<file path="src/rtl/axi_demux_pkg.sv">
`timescale 1ns/1ps
package axi_demux_pkg;
  function automatic int unsigned wrap_idx(input int unsigned base, input int unsigned off,
                                           input int unsigned n);
    return (base + off) % n;
  endfunction
endpackage

</file>
<file path="src/rtl/demux_id_table.sv">
`timescale 1ns/1ps
module demux_id_table #(
  parameter int unsigned IdW    = 3,
  parameter int unsigned SelW   = 2,
  parameter int unsigned MaxTxn = 4
) (
  input  logic            clk_i,
  input  logic            rst_ni,
  input  logic [IdW-1:0]  req_id_i,
  input  logic [SelW-1:0] req_sel_i,
  input  logic            req_fire_i,
  input  logic [IdW-1:0]  done_id_i,
  input  logic            done_fire_i,
  output logic            stall_o
);
  localparam int unsigned NumIds = 2 ** IdW;
  localparam int unsigned CntW   = $clog2(MaxTxn + 1);

  logic [NumIds-1:0][CntW-1:0] cnt_all;
  logic [NumIds-1:0][SelW-1:0] port_all;

  for (genvar g = 0; g < NumIds; g++) begin : g_entry
    logic [CntW-1:0] cnt_q;
    logic [SelW-1:0] port_q;
    logic inc, dec;
    assign inc = req_fire_i && (req_id_i == IdW'(g));
    assign dec = done_fire_i && (done_id_i == IdW'(g));
    always_ff @(posedge clk_i or negedge rst_ni) begin
      if (!rst_ni) begin
        cnt_q  <= '0;
        port_q <= '0;
      end else begin
        if (inc && !dec)      cnt_q <= cnt_q + 1'b1;
        else if (dec && !inc) cnt_q <= cnt_q - 1'b1;
        if (inc) port_q <= req_sel_i;
      end
    end
    assign cnt_all[g]  = cnt_q;
    assign port_all[g] = port_q;
  end

  logic [CntW-1:0] cur_cnt;
  assign cur_cnt = cnt_all[req_id_i];
  // busy on another port, or at the ceiling
  assign stall_o = (cur_cnt == CntW'(MaxTxn)) ||
                   ((cur_cnt != '0) && (port_all[req_id_i] != req_sel_i));
endmodule

</file>
<file path="src/rtl/demux_sel_fifo.sv">
`timescale 1ns/1ps
module demux_sel_fifo #(
  parameter int unsigned SelW  = 2,
  parameter int unsigned Depth = 4
) (
  input  logic            clk_i,
  input  logic            rst_ni,
  input  logic            push_i,
  input  logic [SelW-1:0] data_i,
  input  logic            pop_i,
  output logic [SelW-1:0] data_o,
  output logic            empty_o,
  output logic            full_o
);
  localparam int unsigned PtrW = $clog2(Depth);
  localparam int unsigned CntW = PtrW + 1;

  logic [Depth-1:0][SelW-1:0] mem_q;
  logic [PtrW-1:0] wr_q, rd_q;
  logic [CntW-1:0] cnt_q;

  always_ff @(posedge clk_i or negedge rst_ni) begin
    if (!rst_ni) begin
      mem_q <= '0;
      wr_q  <= '0;
      rd_q  <= '0;
      cnt_q <= '0;
    end else begin
      if (push_i) begin
        mem_q[wr_q] <= data_i;
        wr_q        <= wr_q + 1'b1;
      end
      if (pop_i) rd_q <= rd_q + 1'b1;
      cnt_q <= cnt_q + CntW'(push_i) - CntW'(pop_i);
    end
  end

  assign data_o  = mem_q[rd_q];
  assign empty_o = (cnt_q == '0);
  assign full_o  = (cnt_q == CntW'(Depth));
endmodule

</file>
<file path="src/rtl/demux_rr_merge.sv">
`timescale 1ns/1ps
module demux_rr_merge import axi_demux_pkg::*; #(
  parameter int unsigned NumPorts  = 4,
  parameter int unsigned PayW      = 8,
  parameter bit          HoldBurst = 1'b0,
  localparam int unsigned SelW     = $clog2(NumPorts)
) (
  input  logic                          clk_i,
  input  logic                          rst_ni,
  input  logic [NumPorts-1:0]           req_i,
  input  logic [NumPorts-1:0][PayW-1:0] pay_i,
  input  logic [NumPorts-1:0]           last_i,
  output logic [NumPorts-1:0]           ready_o,
  output logic                          valid_o,
  input  logic                          ready_i,
  output logic [PayW-1:0]               pay_o,
  output logic                          last_o,
  output logic [SelW-1:0]               gnt_o
);
  logic [SelW-1:0] ptr_q, pick, cand, gnt;
  logic            any, lock_q, fire;
  logic [SelW-1:0] lock_idx_q;

  always_comb begin
    pick = ptr_q;
    any  = 1'b0;
    cand = '0;
    for (int unsigned k = 0; k < NumPorts; k++) begin
      cand = SelW'(wrap_idx(32'(ptr_q), k, NumPorts));
      if (!any && req_i[cand]) begin
        any  = 1'b1;
        pick = cand;
      end
    end
  end

  assign gnt     = lock_q ? lock_idx_q : pick;
  assign valid_o = lock_q ? req_i[lock_idx_q] : any;
  assign pay_o   = pay_i[gnt];
  assign last_o  = last_i[gnt];
  assign gnt_o   = gnt;
  assign fire    = valid_o && ready_i;

  always_comb begin
    ready_o      = '0;
    ready_o[gnt] = ready_i;
  end

  always_ff @(posedge clk_i or negedge rst_ni) begin
    if (!rst_ni)   ptr_q <= '0;
    else if (fire) ptr_q <= SelW'(wrap_idx(32'(gnt), 1, NumPorts));
  end

  if (HoldBurst) begin : g_hold
    always_ff @(posedge clk_i or negedge rst_ni) begin
      if (!rst_ni) begin
        lock_q     <= 1'b0;
        lock_idx_q <= '0;
      end else if (fire) begin
        lock_q     <= !last_o;
        lock_idx_q <= gnt;
      end
    end
  end else begin : g_free
    assign lock_q     = 1'b0;
    assign lock_idx_q = '0;
  end
endmodule

</file>
<file path="src/rtl/axi_id_demux.sv">
`timescale 1ns/1ps
module axi_id_demux #(
  parameter int unsigned NumPorts    = 4,
  parameter int unsigned IdW         = 3,
  parameter int unsigned AddrW       = 32,
  parameter int unsigned DataW       = 32,
  parameter int unsigned MaxTxn      = 4,
  parameter int unsigned WrFifoDepth = 4,
  localparam int unsigned SelW       = $clog2(NumPorts)
) (
  input  logic                      clk_i,
  input  logic                      rst_ni,
  input  logic                      aw_valid_i,
  output logic                      aw_ready_o,
  input  logic [IdW-1:0]            aw_id_i,
  input  logic [AddrW-1:0]          aw_addr_i,
  input  logic [SelW-1:0]           aw_sel_i,
  input  logic                      w_valid_i,
  output logic                      w_ready_o,
  input  logic [DataW-1:0]          w_data_i,
  input  logic                      w_last_i,
  output logic                      b_valid_o,
  input  logic                      b_ready_i,
  output logic [IdW-1:0]            b_id_o,
  input  logic                      ar_valid_i,
  output logic                      ar_ready_o,
  input  logic [IdW-1:0]            ar_id_i,
  input  logic [AddrW-1:0]          ar_addr_i,
  input  logic [SelW-1:0]           ar_sel_i,
  output logic                      r_valid_o,
  input  logic                      r_ready_i,
  output logic [IdW-1:0]            r_id_o,
  output logic [DataW-1:0]          r_data_o,
  output logic                      r_last_o,
  output logic [NumPorts-1:0]       aw_valid_o,
  input  logic [NumPorts-1:0]       aw_ready_i,
  output logic [IdW-1:0]            aw_id_o,
  output logic [AddrW-1:0]          aw_addr_o,
  output logic [NumPorts-1:0]       w_valid_o,
  input  logic [NumPorts-1:0]       w_ready_i,
  output logic [DataW-1:0]          w_data_o,
  output logic                      w_last_o,
  input  logic [NumPorts-1:0]       b_valid_i,
  output logic [NumPorts-1:0]       b_ready_o,
  input  logic [NumPorts*IdW-1:0]   b_id_i,
  output logic [NumPorts-1:0]       ar_valid_o,
  input  logic [NumPorts-1:0]       ar_ready_i,
  output logic [IdW-1:0]            ar_id_o,
  output logic [AddrW-1:0]          ar_addr_o,
  input  logic [NumPorts-1:0]       r_valid_i,
  output logic [NumPorts-1:0]       r_ready_o,
  input  logic [NumPorts*IdW-1:0]   r_id_i,
  input  logic [NumPorts*DataW-1:0] r_data_i,
  input  logic [NumPorts-1:0]       r_last_i
);
  localparam int unsigned RPayW = IdW + DataW;

  logic aw_stall, ar_stall, aw_go, ar_go, w_go;
  logic wq_empty, wq_full, w_pop;
  logic [SelW-1:0] wq_head, r_gnt, b_gnt_unused;
  logic b_last_unused;
  logic [NumPorts-1:0][RPayW-1:0] r_pay;

  assign aw_go      = aw_valid_i && !aw_stall && !wq_full;
  assign ar_go      = ar_valid_i && !ar_stall;
  assign aw_ready_o = aw_go && aw_ready_i[aw_sel_i];
  assign ar_ready_o = ar_go && ar_ready_i[ar_sel_i];
  assign aw_id_o    = aw_id_i;
  assign aw_addr_o  = aw_addr_i;
  assign ar_id_o    = ar_id_i;
  assign ar_addr_o  = ar_addr_i;

  assign w_go      = w_valid_i && !wq_empty;
  assign w_ready_o = w_go && w_ready_i[wq_head];
  assign w_pop     = w_ready_o && w_last_i;
  assign w_data_o  = w_data_i;
  assign w_last_o  = w_last_i;

  always_comb begin
    aw_valid_o           = '0;
    aw_valid_o[aw_sel_i] = aw_go;
    ar_valid_o           = '0;
    ar_valid_o[ar_sel_i] = ar_go;
    w_valid_o            = '0;
    w_valid_o[wq_head]   = w_go;
  end

  demux_id_table #(.IdW(IdW), .SelW(SelW), .MaxTxn(MaxTxn)) i_wr_table (
    .clk_i, .rst_ni,
    .req_id_i(aw_id_i), .req_sel_i(aw_sel_i), .req_fire_i(aw_ready_o),
    .done_id_i(b_id_o), .done_fire_i(b_valid_o && b_ready_i),
    .stall_o(aw_stall)
  );

  demux_id_table #(.IdW(IdW), .SelW(SelW), .MaxTxn(MaxTxn)) i_rd_table (
    .clk_i, .rst_ni,
    .req_id_i(ar_id_i), .req_sel_i(ar_sel_i), .req_fire_i(ar_ready_o),
    .done_id_i(r_id_o), .done_fire_i(r_valid_o && r_ready_i && r_last_o),
    .stall_o(ar_stall)
  );

  demux_sel_fifo #(.SelW(SelW), .Depth(WrFifoDepth)) i_w_route (
    .clk_i, .rst_ni,
    .push_i(aw_ready_o), .data_i(aw_sel_i), .pop_i(w_pop),
    .data_o(wq_head), .empty_o(wq_empty), .full_o(wq_full)
  );

  demux_rr_merge #(.NumPorts(NumPorts), .PayW(IdW), .HoldBurst(1'b0)) i_b_merge (
    .clk_i, .rst_ni,
    .req_i(b_valid_i), .pay_i(b_id_i), .last_i({NumPorts{1'b1}}), .ready_o(b_ready_o),
    .valid_o(b_valid_o), .ready_i(b_ready_i), .pay_o(b_id_o), .last_o(b_last_unused),
    .gnt_o(b_gnt_unused)
  );

  for (genvar p = 0; p < NumPorts; p++) begin : g_rpay
    assign r_pay[p] = {r_id_i[p*IdW +: IdW], r_data_i[p*DataW +: DataW]};
  end

  demux_rr_merge #(.NumPorts(NumPorts), .PayW(RPayW), .HoldBurst(1'b1)) i_r_merge (
    .clk_i, .rst_ni,
    .req_i(r_valid_i), .pay_i(r_pay), .last_i(r_last_i), .ready_o(r_ready_o),
    .valid_o(r_valid_o), .ready_i(r_ready_i), .pay_o({r_id_o, r_data_o}), .last_o(r_last_o),
    .gnt_o(r_gnt)
  );
endmodule

</file>
<file path="config.mk">
export PLATFORM = sky130hd
export DESIGN_NAME = axi_id_demux
export DESIGN_NICKNAME = d
export VERILOG_FILES = /design/src/rtl/axi_demux_pkg.sv /design/src/rtl/demux_id_table.sv /design/src/rtl/demux_sel_fifo.sv /design/src/rtl/demux_rr_merge.sv /design/src/rtl/axi_id_demux.sv
export SDC_FILE = /design/constraint.sdc
export NUM_CORES = 1
export LEC_CHECK = 0
export CORE_AREA = 2 2 180 182
export CTS_CLUSTER_DIAMETER = 200
export DETAILED_ROUTE_END_ITERATION = 12
export DIE_AREA = 0 0 182 184
export GPL_TIMING_DRIVEN = 0
export SLEW_MARGIN = 20
export SYNTH_ARGS = -nofsm -noshare
export SYNTH_HDL_FRONTEND = slang
export SYNTH_HIERARCHICAL = 1
export SYNTH_SLANG_ARGS = --single-unit
</file>
<file path="constraint.sdc">
create_clock -name clk_i -period 4.9 [get_ports clk_i]
set_input_delay 0.49 -clock clk_i [delete_from_list [all_inputs] [get_ports clk_i]]
set_output_delay 0.49 -clock clk_i [all_outputs]
set_load 0.05 [all_outputs]
</file>
==> impl_metrics.ini, run 1 <==
[global_routing]
grt_pass1_vias = 6920
grt_first_pass_wirelength_mm = 36.2
antenna_found_initial = 0
globalRouteTotalUtil = 0.136
grt_overflow = 0
grt_max_degree = 64

[power]
p_seq_frac = 0.235
p_total_mw = 6.72
power.switching_mw = 3.13
pwr-share-clk = 0.108
combPwrFrac = 0.657
p_sw_frac = 0.466
intPower_mw = 3.58
pwr_density_cell_mw_per_mm2 = 528
vdd_ir_drop_max_mv = 0.366
power.leakage_nw = 5.86

[status]
status = complete, no violations

[synth]
synth_area_mm2 = 0.00829
yosysWarnings = 6
avgSynthCellArea_um2 = 10.6
synthCells = 779
synth_nets = 1108

[sta]
fin_crit_ns = 4.57
finalHoldViolations = 0
maxSlewViolCount = 0
relSlewSlack = 0.546
tightest_slew_ns = 0.679
layout_worst_path_cycle_share = 0.933
max_freq_mhz = 219
rsz0062_at_grt = no
finClkSkew_ns = 0.00889
setup_violations = 0
setup_slack_ns = 0.328

[cts]
holdBufCountCts = 0
cts_inserted_buffers = 9
cts_tree = yes
clk_pin_slew_ns = 0.07
ctsLongestPathBuffers = 2
htreeDepth = 3
clock_sinks = 102
cts-root-buf = clkbuf_16
insertion_delay_ns = 0.35

[detailed_routing]
drtPass1Iterations = 4
vias = 6885
post-route-drc-count = 0
wire_per_inst_um = 15.2
drtIter0Drc = 250
final_antenna_net_count = 0
via_per_inst = 4.42
drt_wl_total_mm = 23.7

[layout]
design_area_mm2 = 0.0127
multi_input_area_mm2 = 0.00454
final_common_cell = clkdlybuf4s50_1
final_core_util = 0.405
syn2layout_area_growth_pct = 53.4
num_antenna_cells = 0
final_nets = 1481
final_cell_count_no_fill = 1559
drive_above_1_share = 0.202
regArea_mm2 = 0.00255
num-fill-cells = 3071
layout_common_cells = clkdlybuf4s50_1 (357), mux2i_1 (123), buf_4 (109)

[setup_path]
critPathCaptureType = flip-flop
worstPathRequired_ns = 5.17
cp-start-kind = input port
critPathKind = in -> reg
path_max_fanout = 10
critPathArrivalTime_ns = 4.85

[flow_run]
maxCapViolations = 0

[placement]
dp.final_hpwl_mm = 19.8
io_buffers = 358
dpl.cell_count = 1540
preCtsSetupSlack_ns = -0.614
gp_congestion = 0.765
place_area_mm2 = 0.0124

[floorplan]
initial_utilization = 0.264
coreArea_mm2 = 0.0314
die_area_mm2 = 0.0335
io_pins = 457
die_w_um = 182
rows = 65
die_h_um = 184

[worst_hold_path]
min_path_type = in -> async
## critical path, cell delays in order
cell,delay [ns]
clkdlybuf4s50_1,0.59
buf_2,0.31
mux4_1,0.61
mux2i_1,0.16
a32oi_1,0.10
or3b_2,0.52
o22ai_1,0.36
nand2b_1,0.18
or2_2,0.37
inv_1,0.10
ha_1,0.18
inv_1,0.06
fa_1,0.38
xor2_1,0.15
nor2_1,0.13
xor2_1,0.15
## per-layer routing
metal	GRT usage	up-vias	wire length, µm
met5	0	-	0
met3	0.0343	28	1690
met4	0.0484	0	694
li1	-	3349	-
met1	0.148	3209	8920
met2	0.256	299	12400
## state kept, by name (all words and copies together) (netlist names), 3 cells and up
name and flops:
i_rd_table/g_entry.cnt_q 24, i_wr_table/g_entry.port_q 16, i_wr_table/g_entry.cnt_q 24, i_rd_table/g_entry.port_q 16, i_w_route/cnt_q 3, i_w_route/mem_q 8
## area by class of cell
type                            count  share of cell area
Tap cell                          402              0.0396
Clock inverter                      4             0.00433
Timing Repair Buffer              362               0.285
Clock buffer                       12              0.0186
Inverter                           42              0.0126
Sequential cell                   102               0.201
Buffer                            128              0.0816
Multi-Input combinational cell    507               0.357
## stage by stage
stage	TNS, ns	hold slack (ns)
floorplan	0	0.194
global placement	-89.29	0.448
detailed placement	-7.88	0.454
CTS	0	0.154
global route	0	0.180
finish	0	0.138
## power groups by stage
stage | Clock (mW) | Sequential (mW) | Combinational [mW]
2_1_floorplan | 0 | 1.51 | 3.17
3_3_place_gp | 0 | 1.59 | 4.42
3_5_place_dp | 0 | 1.60 | 4.47
4_1_cts | 0.757 | 1.59 | 4.48
5_1_grt | 0.787 | 1.65 | 4.72
6_report | 0.723 | 1.58 | 4.41
## final timing paths
kind / from / to / slack, ns / cells past startpoint
worst max-delay path: ar_id_i[1] / i_rd_table/g_entry[3].cnt_q[2] / 0.33 / 16
worst min-delay path: rst_ni / i_wr_table/g_entry[3].cnt_q[0] / 0.14 / 1
worst max register to register: i_rd_table/g_entry[3].cnt_q[0] / i_rd_table/g_entry[3].cnt_q[2] / 0.88 / 15
worst min register to register: i_rd_table/g_entry[0].cnt_q[2] / i_rd_table/g_entry[0].cnt_q[2] / 0.46 / 1
max in group asynchronous: rst_ni / i_rd_table/g_entry[4].cnt_q[1] / 4.13 / 2
min in group clk_i: i_rd_table/g_entry[0].cnt_q[2] / i_rd_table/g_entry[0].cnt_q[2] / 0.46 / 1
## timing repair
item                                    CTS  global route
endpoints found under the hold margin     0             0
endpoints found under the setup margin   16            14
resized for setup                         1             1
buffers inserted                          0             3
No activity file was read; power rests on OpenSTA's default activity.
==> run 2: changes to the inputs <==
--- a/config.mk
+++ b/config.mk
@@ -5,13 +5,13 @@
 export SDC_FILE = /design/constraint.sdc
 export NUM_CORES = 1
 export LEC_CHECK = 0
-export CORE_AREA = 2 2 180 182
+export ABC_AREA = 1
+export CORE_AREA = 2 2 176 178
 export CTS_CLUSTER_DIAMETER = 200
 export DETAILED_ROUTE_END_ITERATION = 12
-export DIE_AREA = 0 0 182 184
+export DIE_AREA = 0 0 178 180
 export GPL_TIMING_DRIVEN = 0
 export SLEW_MARGIN = 20
 export SYNTH_ARGS = -nofsm -noshare
 export SYNTH_HDL_FRONTEND = slang
-export SYNTH_HIERARCHICAL = 1
 export SYNTH_SLANG_ARGS = --single-unit
==> constraint.sdc (replaced) <==
create_clock -name clk_i -period 4.9 [get_ports clk_i]
set_input_delay 0.49 -clock clk_i [delete_from_list [all_inputs] [get_ports clk_i]]
set_output_delay 0.49 -clock clk_i [all_outputs]
set_load 0.02 [all_outputs]
==> impl_metrics.ini, run 2 <==
[status]
status = complete, no violations

[synth]
yosysWarnings = 0
synth_seq_cells = 102
yosysMostFrequentCell = nand2_1
yosys.area.top_type = dfrtp_1
synth-edff-count = 0
synthArstFlopShare = 1.00
synth_top_area_share = 0.287
synth.distinct_cells = 37
avgSynthCellArea_um2 = 7.07
synth_area_leaders = dfrtp_1 (29%), nand2_1 (15%), buf_4 (9.2%), o21ai_0 (5.9%), inv_1 (5.5%)
synth_area_mm2 = 0.00889
synth_nets = 1595
ys.flop_type = dfrtp_1
ys_seq_area_frac = 0.287
synthCells = 1258
synthTopCellsByCount = nand2_1 (357), inv_1 (131), buf_4 (109), o21ai_0 (105), dfrtp_1 (102)

[floorplan]
die_area_mm2 = 0.0320
die_w_um = 178
io_pins = 457
initial_utilization = 0.294
coreArea_mm2 = 0.0302
rows = 64
die_h_um = 180

[placement]
dp.final_hpwl_mm = 25.9
io_buffers = 356
gp_congestion = 0.854
place_area_mm2 = 0.0130

[worst_hold_path]
min_path_type = in -> async

[setup_path]
r2r_setup_slack_ns = 1.42
cpMaxStageDelayCell = clkdlybuf4s50_1
worstPathRequired_ns = 4.41
max_stage_delay_ns = 0.73
critPathArrivalTime_ns = 3.74
critPathKind = in -> out
cp_cell_sequence = clkdlybuf4s50_1, nand2_1, nand2_1, nand2_2, nand2_4, nand2_2, nand2_1, nand2_1, nand2_1, nand3_1, a21oi_4, buf_2, o21ai_0, o22ai_1, clkdlybuf4s50_1
cp_top_family = buffers and inverters
path_max_fanout = 10
crit_path_frequent_cell = nand2_1
crit_buf_inv = 3
critPathCaptureType = output pin
cp-start-kind = input port

[sta]
finClkSkew_ns = 0.0109
max_freq_mhz = 236
tightest_slew_ns = 0.768
relSlewSlack = 0.486
finalHoldViolations = 0
setup_violations = 0
maxSlewViolCount = 0
fin_crit_ns = 4.23
layout_worst_path_cycle_share = 0.863
rsz0062_at_grt = no
fin_hold_ws_ns = 0.0313

[layout]
reg.largest.list = i_rd_table.g_entry.cnt_q (24), i_wr_table.g_entry.cnt_q (24)
num-fill-cells = 3091
layout_common_cells = nand2_1 (357), clkdlybuf4s50_1 (355), inv_1 (131)
drive_above_1_share = 0.120
final_nets = 1963
syn2layout_area_growth_pct = 49.0
final_common_cell = nand2_1
design_area_mm2 = 0.0132

[cts]
clk_pin_slew_ns = 0.07
clock_sinks = 102
cts_inserted_buffers = 9
cts-root-buf = clkbuf_16
insertion_delay_ns = 0.35
htreeDepth = 3
ctsResizeCount = 0
post_cts_buffers = 0
cts_tree = yes
holdBufCountCts = 0
ctsLongestPathBuffers = 2

[detailed_routing]
final_antenna_net_count = 0
via_per_inst = 4.65
drt_wl_total_mm = 32.0
drtPass1Iterations = 5
post-route-drc-count = 0
drtIter0Drc = 545
wire_per_inst_um = 15.8
vias = 9424

[flow_run]
maxCapViolations = 0

[power]
p_total_mw = 8.67
vdd_ir_drop_max_mv = 0.744
pwr_density_cell_mw_per_mm2 = 654
power.leakage_nw = 6.27

[global_routing]
grt_max_degree = 68
globalRouteTotalUtil = 0.196
antenna_found_initial = 0
grt_first_pass_wirelength_mm = 49.4
grt_overflow = 0
grt_pass1_vias = 9175
run 2: through the flow:
| step | instances | setup WS (ns) | util | setup TNS [ns] |
|---|---|---|---|---|
| 2_1_floorplan | 1258 | 1.84 | - | 0 |
| 3_3_place_gp | 2010 | -0.862 | 0.429 | -86.73 |
| 3_5_place_dp | 2011 | 0.551 | 0.430 | 0 |
| 4_1_cts | 2026 | 0.741 | 0.439 | 0 |
| 5_1_grt | 2026 | 0.470 | 0.439 | 0 |
| 6_report | 2027 | 0.671 | 0.439 | 0 |
run 2: power breakdown:
part	total (mW)	leakage, nW	internal, mW	switching (mW)
combinational	6.41	4.88	2.61	3.79
clock	0.673	0.135	0.355	0.319
sequential	1.59	1.26	1.26	0.328
run 2: area by class of cell:
cell class	count	area, µm²	share of cell area
Timing Repair Buffer	357	3590	0.271
Inverter	137	514	0.0388
Antenna cell	1	2.50	0.000189
Buffer	142	1040	0.0783
Clock buffer	11	243	0.0183
Clock inverter	4	23.8	0.00179
Multi-Input combinational cell	877	4790	0.361
Tap cell	396	495	0.0374
Sequential cell	102	2550	0.193
run 2: kinds of logic after synthesis:
kind of cell	synth area share
DFF	0.287
adders and majority gates	0.0805
buffers and inverters	0.175
xor gates and xnor gates	0.0374
and+or+nand+nor	0.292
AOI/OAI and AO/OA	0.108
muxes	0.0203
run 2: layer usage:
metal	wire (µm)	GRT usage	share of wire	up-vias
li1	-	-	-	4707
met1	13500	0.251	0.42	4358
met2	15500	0.332	0.48	317
met3	2430	0.0444	0.076	42
met4	605	0.0456	0.019	0
met5	0	0	0	-
run 2: final timing paths:
path	from	to	cells after the start
max in group asynchronous	rst_ni	i_rd_table.g_entry[4].cnt_q[2]	2
setup / recovery	r_valid_i[2]	r_data_o[16]	15
hold / removal	rst_ni	i_w_route.cnt_q[2]	1
min in group clk_i	i_rd_table.g_entry[0].cnt_q[2]	i_rd_table.g_entry[0].cnt_q[2]	1
setup reg to reg	i_r_merge.ptr_q[1]	i_rd_table.g_entry[3].cnt_q[2]	22
hold reg to reg	i_rd_table.g_entry[0].cnt_q[2]	i_rd_table.g_entry[0].cnt_q[2]	1
==> run 3: changes to the inputs <==
--- a/config.mk
+++ b/config.mk
@@ -10,8 +10,10 @@
 export CTS_CLUSTER_DIAMETER = 200
 export DETAILED_ROUTE_END_ITERATION = 12
 export DIE_AREA = 0 0 178 180
+export GPL_ROUTABILITY_DRIVEN = 0
 export GPL_TIMING_DRIVEN = 0
 export SLEW_MARGIN = 20
 export SYNTH_ARGS = -nofsm -noshare
 export SYNTH_HDL_FRONTEND = slang
 export SYNTH_SLANG_ARGS = --single-unit
+export TNS_END_PERCENT = 10
==> results of run 3 <==
No change in the layout: final DEF, timing and power equal those of run 2.
